<file path="src/rtl/ct_pkg.sv">
package ct_pkg;
  localparam int NSRC = 4;

  typedef enum logic [1:0] {
    ST_IDLE = 2'd0,
    ST_RUN  = 2'd1,
    ST_LAST = 2'd2
  } run_st_t;

  typedef enum logic [1:0] {
    RA_CTRL  = 2'd0,
    RA_COUNT = 2'd1,
    RA_FLAG  = 2'd2,
    RA_IE    = 2'd3
  } reg_addr_t;

  // source index -> counter bit whose falling edge marks one period
  function automatic int tap_bit(input int cnt_w, input int src);
    case (src)
      0:       return cnt_w - 6;
      1:       return cnt_w - 4;
      2:       return cnt_w - 2;
      default: return cnt_w - 1;
    endcase
  endfunction

  // the tap bit falls on the next increment when all bits up to it are ones
  function automatic logic tap_wraps(input logic [31:0] val, input int bit_i);
    logic [31:0] mask;
    mask = (32'd1 << (bit_i + 1)) - 32'd1;
    return (val & mask) == mask;
  endfunction
endpackage

</file>
<file path="src/rtl/ct_tick_sync.sv">
module ct_tick_sync #(
  parameter int SYNC_N = 2
) (
  input  logic clk,
  input  logic rst_n,
  input  logic tick_async,
  output logic rise,
  output logic fall
);
  logic [SYNC_N-1:0] sh;
  logic              last;

  always_ff @(posedge clk or negedge rst_n) begin
    if (!rst_n) begin
      sh   <= '0;
      last <= 1'b0;
    end else begin
      sh   <= {sh[SYNC_N-2:0], tick_async};
      last <= sh[SYNC_N-1];
    end
  end

  assign rise = sh[SYNC_N-1] & ~last;
  assign fall = ~sh[SYNC_N-1] & last;

  // an edge event lasts one cycle (R1: one count per rising edge)
  p_one_edge_r1: assert property (@(posedge clk) disable iff (!rst_n)
    rise |=> !rise);
endmodule

</file>
<file path="src/rtl/ct_runctl.sv">
module ct_runctl
  import ct_pkg::*;
(
  input  logic clk,
  input  logic rst_n,
  input  logic rise,
  input  logic fall,
  input  logic en,
  input  logic sw_rst,
  output logic active,
  output logic step
);
  run_st_t st;

  always_ff @(posedge clk or negedge rst_n) begin
    if (!rst_n) begin
      st <= ST_IDLE;
    end else if (sw_rst) begin
      st <= ST_IDLE;
    end else if (fall) begin
      case (st)
        ST_IDLE: if (en)  st <= ST_RUN;
        ST_RUN:  if (!en) st <= ST_LAST;
        default: st <= st;
      endcase
    end else if (rise && st == ST_LAST) begin
      st <= ST_IDLE;
    end
  end

  assign active = (st != ST_IDLE);
  assign step   = rise & active;

  // leaving idle happens only on a falling edge
  p_start_on_fall_r3: assert property (@(posedge clk) disable iff (!rst_n)
    (st == ST_IDLE && !fall) |=> st == ST_IDLE);
  // the extra count ends the stopping sequence
  p_last_then_idle_r4: assert property (@(posedge clk) disable iff (!rst_n)
    (st == ST_LAST && rise) |=> st == ST_IDLE);
endmodule

</file>
<file path="src/rtl/ct_counter.sv">
module ct_counter
  import ct_pkg::*;
#(
  parameter int CNT_W = 8
) (
  input  logic             clk,
  input  logic             rst_n,
  input  logic             step,
  input  logic             clear,
  output logic [CNT_W-1:0] cnt,
  output logic [NSRC-1:0]  tap_fall
);
  always_ff @(posedge clk or negedge rst_n) begin
    if (!rst_n)     cnt <= '0;
    else if (clear) cnt <= '0;
    else if (step)  cnt <= cnt + 1'b1;
  end

  for (genvar i = 0; i < NSRC; i++) begin : g_tap
    assign tap_fall[i] = step & tap_wraps(32'(cnt), tap_bit(CNT_W, i));
  end

  p_step_r1: assert property (@(posedge clk) disable iff (!rst_n)
    (step && !clear) |=> cnt == $past(cnt) + 1'b1);
  p_hold_r4: assert property (@(posedge clk) disable iff (!rst_n)
    (!step && !clear) |=> $stable(cnt));
endmodule

</file>
<file path="src/rtl/ct_irq.sv">
module ct_irq
  import ct_pkg::*;
(
  input  logic            clk,
  input  logic            rst_n,
  input  logic [NSRC-1:0] set_ev,
  input  logic [NSRC-1:0] clr,
  input  logic            ie_wr,
  input  logic [NSRC-1:0] ie_data,
  input  logic            sw_rst,
  output logic [NSRC-1:0] flags,
  output logic [NSRC-1:0] ie,
  output logic            irq
);
  always_ff @(posedge clk or negedge rst_n) begin
    if (!rst_n) begin
      flags <= '0;
      ie    <= '0;
    end else begin
      if (sw_rst) flags <= '0;
      else        flags <= (flags & ~clr) | set_ev;  // a new event wins
      if (ie_wr)  ie <= ie_data;
    end
  end

  assign irq = |(flags & ie);

  p_w1c_r7: assert property (@(posedge clk) disable iff (!rst_n)
    (clr != '0) |=> (flags & $past(clr & ~set_ev)) == '0);
  p_keep_r7: assert property (@(posedge clk) disable iff (!rst_n)
    (clr == '0 && set_ev == '0 && !sw_rst) |=> $stable(flags));
  p_masked_r8: assert property (@(posedge clk) disable iff (!rst_n)
    (ie == '0) |-> !irq);
endmodule

</file>
<file path="src/rtl/clock_timer.sv">
module clock_timer
  import ct_pkg::*;
#(
  parameter int CNT_W  = 8,
  parameter int SYNC_N = 2
) (
  input  logic             clk,
  input  logic             rst_n,
  input  logic             tick_in,
  input  logic             wr_en,
  input  logic [1:0]       wr_addr,
  input  logic [CNT_W-1:0] wr_data,
  input  logic [1:0]       rd_addr,
  output logic [CNT_W-1:0] rd_data,
  output logic             irq
);
  logic            rise, fall, active, step;
  logic            en_reg, wr_ctrl, sw_rst;
  logic [CNT_W-1:0] cnt;
  logic [NSRC-1:0] tap_fall, flags, ie, clr;

  assign wr_ctrl = wr_en && (wr_addr == RA_CTRL);
  assign sw_rst  = wr_ctrl && wr_data[1];
  assign clr     = (wr_en && wr_addr == RA_FLAG) ? wr_data[NSRC-1:0] : '0;

  always_ff @(posedge clk or negedge rst_n) begin
    if (!rst_n)       en_reg <= 1'b0;
    else if (sw_rst)  en_reg <= 1'b0;
    else if (wr_ctrl) en_reg <= wr_data[0];
  end

  ct_tick_sync #(.SYNC_N(SYNC_N)) u_sync (
    .clk(clk), .rst_n(rst_n), .tick_async(tick_in), .rise(rise), .fall(fall));

  ct_runctl u_run (
    .clk(clk), .rst_n(rst_n), .rise(rise), .fall(fall), .en(en_reg),
    .sw_rst(sw_rst), .active(active), .step(step));

  ct_counter #(.CNT_W(CNT_W)) u_cnt (
    .clk(clk), .rst_n(rst_n), .step(step), .clear(sw_rst),
    .cnt(cnt), .tap_fall(tap_fall));

  ct_irq u_irq (
    .clk(clk), .rst_n(rst_n), .set_ev(tap_fall), .clr(clr),
    .ie_wr(wr_en && wr_addr == RA_IE), .ie_data(wr_data[NSRC-1:0]),
    .sw_rst(sw_rst), .flags(flags), .ie(ie), .irq(irq));

  always_comb begin
    rd_data = '0;
    case (rd_addr)
      RA_CTRL:  rd_data[0] = en_reg | active;
      RA_COUNT: rd_data = cnt;
      RA_FLAG:  rd_data[NSRC-1:0] = flags;
      default:  rd_data[NSRC-1:0] = ie;
    endcase
  end

  p_swrst_r9: assert property (@(posedge clk) disable iff (!rst_n)
    sw_rst |=> (cnt == '0 && flags == '0 && !active));
  p_rb_r5: assert property (@(posedge clk) disable iff (!rst_n)
    (active && rd_addr == RA_CTRL) |-> rd_data[0]);
endmodule

</file>
<file path="config.mk">
export PLATFORM = sky130hd
export DESIGN_NAME = clock_timer
export DESIGN_NICKNAME = d
export VERILOG_FILES = /design/src/rtl/ct_pkg.sv /design/src/rtl/ct_tick_sync.sv /design/src/rtl/ct_runctl.sv /design/src/rtl/ct_counter.sv /design/src/rtl/ct_irq.sv /design/src/rtl/clock_timer.sv
export SDC_FILE = /design/constraint.sdc
export NUM_CORES = 1
export LEC_CHECK = 0
export CAP_MARGIN = 10
export CORE_MARGIN = 5
export CORE_UTILIZATION = 43
export DETAILED_ROUTE_END_ITERATION = 6
export DONT_BUFFER_PORTS = 1
export GPL_TIMING_DRIVEN = 1
export PLACE_DENSITY_LB_ADDON = 0.1
export SETUP_SLACK_MARGIN = 0.3
export SYNTH_ARGS = -nofsm -noshare
export SYNTH_HDL_FRONTEND = slang
export SYNTH_HIERARCHICAL = 1
export SYNTH_SLANG_ARGS = --single-unit
</file>
<file path="constraint.sdc">
create_clock -name clk -period 3.3 [get_ports clk]
set_clock_uncertainty 0.1 [all_clocks]
set_input_delay 0.66 -clock clk [delete_from_list [all_inputs] [get_ports clk]]
set_output_delay 0.66 -clock clk [all_outputs]
set_load 0.02 [all_outputs]
</file>
### Yosys cells after proc, flatten, opt, wreduce, memory -nomap -nowiden

Cells that the tools add are included.

* register bits: 22
* input bits: 16
* output and inout port bits: 9
* word-level logic and storage cells: 64

* add/subtract/negate cells: 1
* eq/ne operators: 13
* multiplexer cells: 15
* bitwise gates (word level): 14
* reductions and logical operators: 14

Operators by type and width (number)
* two-way mux 8 bit: 2
* two-way mux 4 bit: 3
* two-way mux 2 bit: 5
* case mux 3 bit (3 select lines): 1
* adder 8 x 1 -> 8 bit, second input constant: 1
* bitwise AND 4 bit: 2
* == test 2 bit, second input constant: 4
* == test 8 bit, second input constant: 1
* != test 4 bit, second input constant: 2
* bitwise AND 1 bit: 7
* == test 7 bit, second input constant: 1
* logical NOT 2 bit: 3
* nonzero test 2 bit: 3
* == test 5 bit, second input constant: 1
* logical AND 1 bit: 5
* == test 2 x 1 -> 1 bit, second input constant: 2
* != test 4 x 1 -> 1 bit, second input constant: 1
* NOT 4 bit: 1
* OR 4 bit: 1
* case mux 2 bit (2 select lines): 1
* AND reduction 4 bit: 1
* OR reduction 4 bit: 1
* == test 3 bit, second input constant: 1
* case mux 1 bit (3 select lines): 1
* other kinds (4): 6

### Depth between registers and ports, before layout

* depth after elaboration: 7
* depth in mapped cells: 8
* gate-level depth less buffers: 7

### Modules after synthesis

Netlist, hierarchy kept.

By module, submodules not included
* ct_counter: instances 1, cells an instance 47, area each 471.7 um2
* ct_irq: instances 1, cells an instance 27, area each 324.1 um2
* clock_timer: instances 1, cells an instance 24, area each 217.7 um2
* ct_runctl: instances 1, cells an instance 12, area each 115.1 um2
* ct_tick_sync: instances 1, cells an instance 5, area each 90.1 um2

### Least setup slack after synthesis

OpenSTA, ideal clock, no wires.

* path kind: flip-flop to output port
* from: register u_run.st[1]
* to: output rd_data[0]
* data arrival time: 1.333 ns
* data required time: 2.540 ns
* setup slack: 1.207 ns
* stages on the path, launching flop included: 4
* cell sequence: dfrtp_1 -> or2_4 -> or2_0 -> mux4_2

* word-level cells in the longest chain between the ends: 3

RTL lines
* from (decl): RTL line ct_runctl.sv:13 `run_st_t st;`
* from (signal assigned): RTL line ct_runctl.sv:24 `default: st <= st;`
* nonzero test 2 bit: RTL line ct_runctl.sv:31 `assign active = (st != ST_IDLE);`
* named net active: RTL line clock_timer.sv:17 `logic rise, fall, active, step;`
* OR 1 bit: RTL line clock_timer.sv:51 `RA_CTRL: rd_data[0] = en_reg | active;`
* case mux 1 bit (3 select lines): RTL line clock_timer.sv:50 `case (rd_addr)`
* to (decl): RTL line clock_timer.sv:14 `output logic [CNT_W-1:0] rd_data,`

The timed path passes the listed nets, and every way through them passes these cells.

### Final worst setup path

Ends and elaborated chain as after synthesis.

==> results.txt <==
- The flow ran to the end, and the final reports show no timing, DRC or antenna violations.
- IO buf count: 0
* #FFs+latches synth: 22
* Final hold violations: 0
* Min Clock Period, post-route: between 2 and 3 ns
- Number of max-slew violations in the final report: 0
- Critical Path AT: 1.75 ns
- Count of clock tree sinks: 22
- The floorplan has 19 rows.
* First-pass GRT wire length: just over 4000 µm
- In the global route stage, overall resource usage came out at between 10% and 20%.
* Ratio of final minimum period to clock period: approximately three quarters
* Mean post-synth cell area: ~11 µm²
- Count of final setup violators: 0
- Number of diodes added for antenna fixing: 0
* Worst-case headroom to the max-slew limit: between 30% and 40%
* Final weighted congestion of routability-driven global placement: 0.740
- Total vias in the final route: slightly below 800
- Dividing the detail-routed wire length by the instance count gives 15.0 µm.
- Max Clock Freq: 399 MHz
* Leading area contributor after synthesis: sky130_fd_sc_hd__dfrtp_1
- Overflow after GRT: 0
* Final #Nets: between 100 and 150
- Maximum level of the CTS H-tree: 1
- The analysis attributes to cell leakage a power of 0.585 nW.
* Number of warnings reported in the yosys synthesis log: 6
- Area Growth Syn to Fin: 7.70%
- Data on the critical path is required at its endpoint by roughly 2.5 ns.
- Crit Path Max Fanout: 4
- Dividing total power by cell area gives a power density of just under 600 mW/mm².
- In this run, CTS created clock tree buffers numbering 3.
- Final setup margin: a little under 0.8 ns
* Post-synth top flop: sky130_fd_sc_hd__dfrtp_1
- Category of the most critical setup path: register to primary output
* Via density: 5.23
- In this run the remaining antenna-violating nets after routing total 0.
* Most common cell in the synthesized netlist: sky130_fd_sc_hd__dfrtp_1
- Starting density of the core: roughly 45%
- At the pin with the least slew margin, the transition time is ~1.0 ns.
- Proportion of layout cells with a drive suffix above 1: approximately a fifth
* Post-Syn Instances: ~120
- The pre-antenna-repair detailed-routing pass consisted of 4 iterations.
* Final core utilization: 48.0%
- In the synthesized netlist, the cells that appear most often are sky130_fd_sc_hd__dfrtp_1, sky130_fd_sc_hd__and2_1, sky130_fd_sc_hd__mux2_2, sky130_fd_sc_hd__nor2_1.
- In the post-synthesis netlist, the biggest area contributors are sky130_fd_sc_hd__dfrtp_1, sky130_fd_sc_hd__mux2_2, sky130_fd_sc_hd__and2_1.
- After clock tree synthesis, the repair step resized 0 gates.
- OpenSTA, run right after detailed placement, puts the worst setup slack at about 1 ns.
- Unrepaired setup endpoints after global routing: false
- Number of filler cells placed in the layout: approximately 280
- EDFF count, synth: 0
- Biggest register: u_cnt/cnt
* Startpoint Class: register
* Hold Crit Class: input port to register
- Across the run, the number of max-cap violations was 0.
* CTS tree: done
- The initial antenna violation count came to 0.
* Final wirelength: around 2300 µm
* Count of unresolved DRC violations after routing: 0
- Post-synth top area share: approximately 45%
* Largest register FFs: 8
- Total Neg Setup Slack: 0 ns
- Standard cell core area: between 0.002 and 0.003 mm²
- Clock-pin slew on the worst setup and hold paths: roughly 0.13 ns
- Registers with the most flip-flops: u_cnt/cnt x8, u_irq/flags x4, u_irq/ie x4
- Vias in the first global route: around 830
- Clock Latency Late Sink: between 0.3 and 0.4 ns
- The die is between 60 and 70 µm wide.
* Part of the Yosys area used for sequential elements: 45.2%
* Die Footprint: about 0.0040 mm²
* Cell area after technology mapping: about 0.0012 mm²
- Fraction of synthesis flops using an asynchronous set or reset pin: 100%
- Detailed router's first-iteration violation count: 12
- In this run the vertical extent of the chip is ~63 µm.
* CTS Root Cell: sky130_fd_sc_hd__clkbuf_4
- After synthesis, the netlist uses 36 different library cells.
- Count of pins on the block boundary: 25
* Peak supply drop: about 0.30 mV
- Post-Syn Nets: around 130
- STA classifies the critical path endpoint as a primary output.
* DP HPWL: roughly 1700 µm
* Clock Tree Buf Depth: 2
- Largest net degree at the start of global routing: 23
[cells by family after synthesis]
| logic type | count (synthesis) | share of synthesized area [%] |
|---|---|---|
| fa+ha+maj | 3 | 3.08 |
| xor+xnor | 3 | 2.16 |
| buf+inv | 8 | 3.08 |
| flops | 22 | 45.2 |
| simple gates | 51 | 25.9 |
| mux | 14 | 13.6 |
| compound gates | 14 | 7.08 |
[metal layers]
layer / global-route usage (%) / vias to the layer above / share of wire [%]
li1: - / 401 / -
met5: 0 / - / 0
met1: 15.8 / 365 / 48
met4: 4.68 / 0 / 0.58
met2: 19.4 / 17 / 44
met3: 4.44 / 2 / 7.2
[power by group]
group / internal, mW / switching, mW / total [mW]
Combinational: 0.0867 / 0.0864 / 0.173
Sequential: 0.320 / 0.0655 / 0.386
Clock: 0.123 / 0.0846 / 0.207
[cell usage in the layout (no fill, tap or decap), types with 2 or more instances in the layout]
cell,Yosys,final
sky130_fd_sc_hd__xor2_1,2,2
sky130_fd_sc_hd__nor2_1,9,9
sky130_fd_sc_hd__a22o_1,3,3
sky130_fd_sc_hd__o21ai_0,3,3
sky130_fd_sc_hd__inv_1,6,6
sky130_fd_sc_hd__mux2_2,10,10
sky130_fd_sc_hd__ha_1,3,3
sky130_fd_sc_hd__nand3_1,3,3
sky130_fd_sc_hd__nand2_1,3,3
sky130_fd_sc_hd__a21oi_1,6,6
sky130_fd_sc_hd__nand2b_1,4,4
sky130_fd_sc_hd__clkbuf_4,0,3
sky130_fd_sc_hd__a22oi_1,2,2
sky130_fd_sc_hd__nor2b_1,5,5
sky130_fd_sc_hd__and2_1,11,11
sky130_fd_sc_hd__mux2i_1,3,3
sky130_fd_sc_hd__dfrtp_1,22,22
[area by class of cell]
class,count,area [µm²],area share (%)
Tap cell,31,38.8,2.96
Inverter,6,22.5,1.72
Clock buffer,3,22.5,1.72
Multi-Input combinational cell,85,631,48.0
Timing Repair Buffer,2,17.5,1.33
Clock inverter,1,30.0,2.29
Sequential cell,22,551,41.9
[through the flow]
step	power [mW]	cells	hold slack (ns)	area, µm²
finish	0.766	150	0.258	1310
global route	0.827	150	0.212	1310
CTS	0.780	150	0.238	1310
detailed placement	0.560	145	0.238	1250
global placement	0.554	145	0.234	1250
floorplan	0.524	115	0.231	1220
[critical path, stage by stage, from the launching register on]
cell                      delay [ns]
sky130_fd_sc_hd__dfrtp_1        0.43
sky130_fd_sc_hd__or2_4          0.24
sky130_fd_sc_hd__or2_0          0.22
sky130_fd_sc_hd__mux4_2         0.54
[final timing paths]
path,startpoint,to,slack [ns],cells after the start
min reg2reg,u_sync/sh[0]$_DFF_PN0_,u_sync/sh[1]$_DFF_PN0_,0.27,0
min in group asynchronous,rst_n,en_reg$_DFFE_PN0P_,0.85,1
max,u_run/st[1]$_DFFE_PN0P_,rd_data[0],0.79,3
max in group asynchronous,rst_n,u_cnt/cnt[7]$_DFFE_PN0P_,1.63,1
max reg2reg,u_sync/sh[1]$_DFF_PN0_,u_cnt/cnt[5]$_DFFE_PN0P_,1.59,5
min,tick_in,u_sync/sh[0]$_DFF_PN0_,0.26,0
[timing repair]
item                                   CTS  global route
hold buffers                             1             0
buffers inserted                         0             0
endpoints found under the hold margin   22             0
Power figures use the tool's default switching activity.
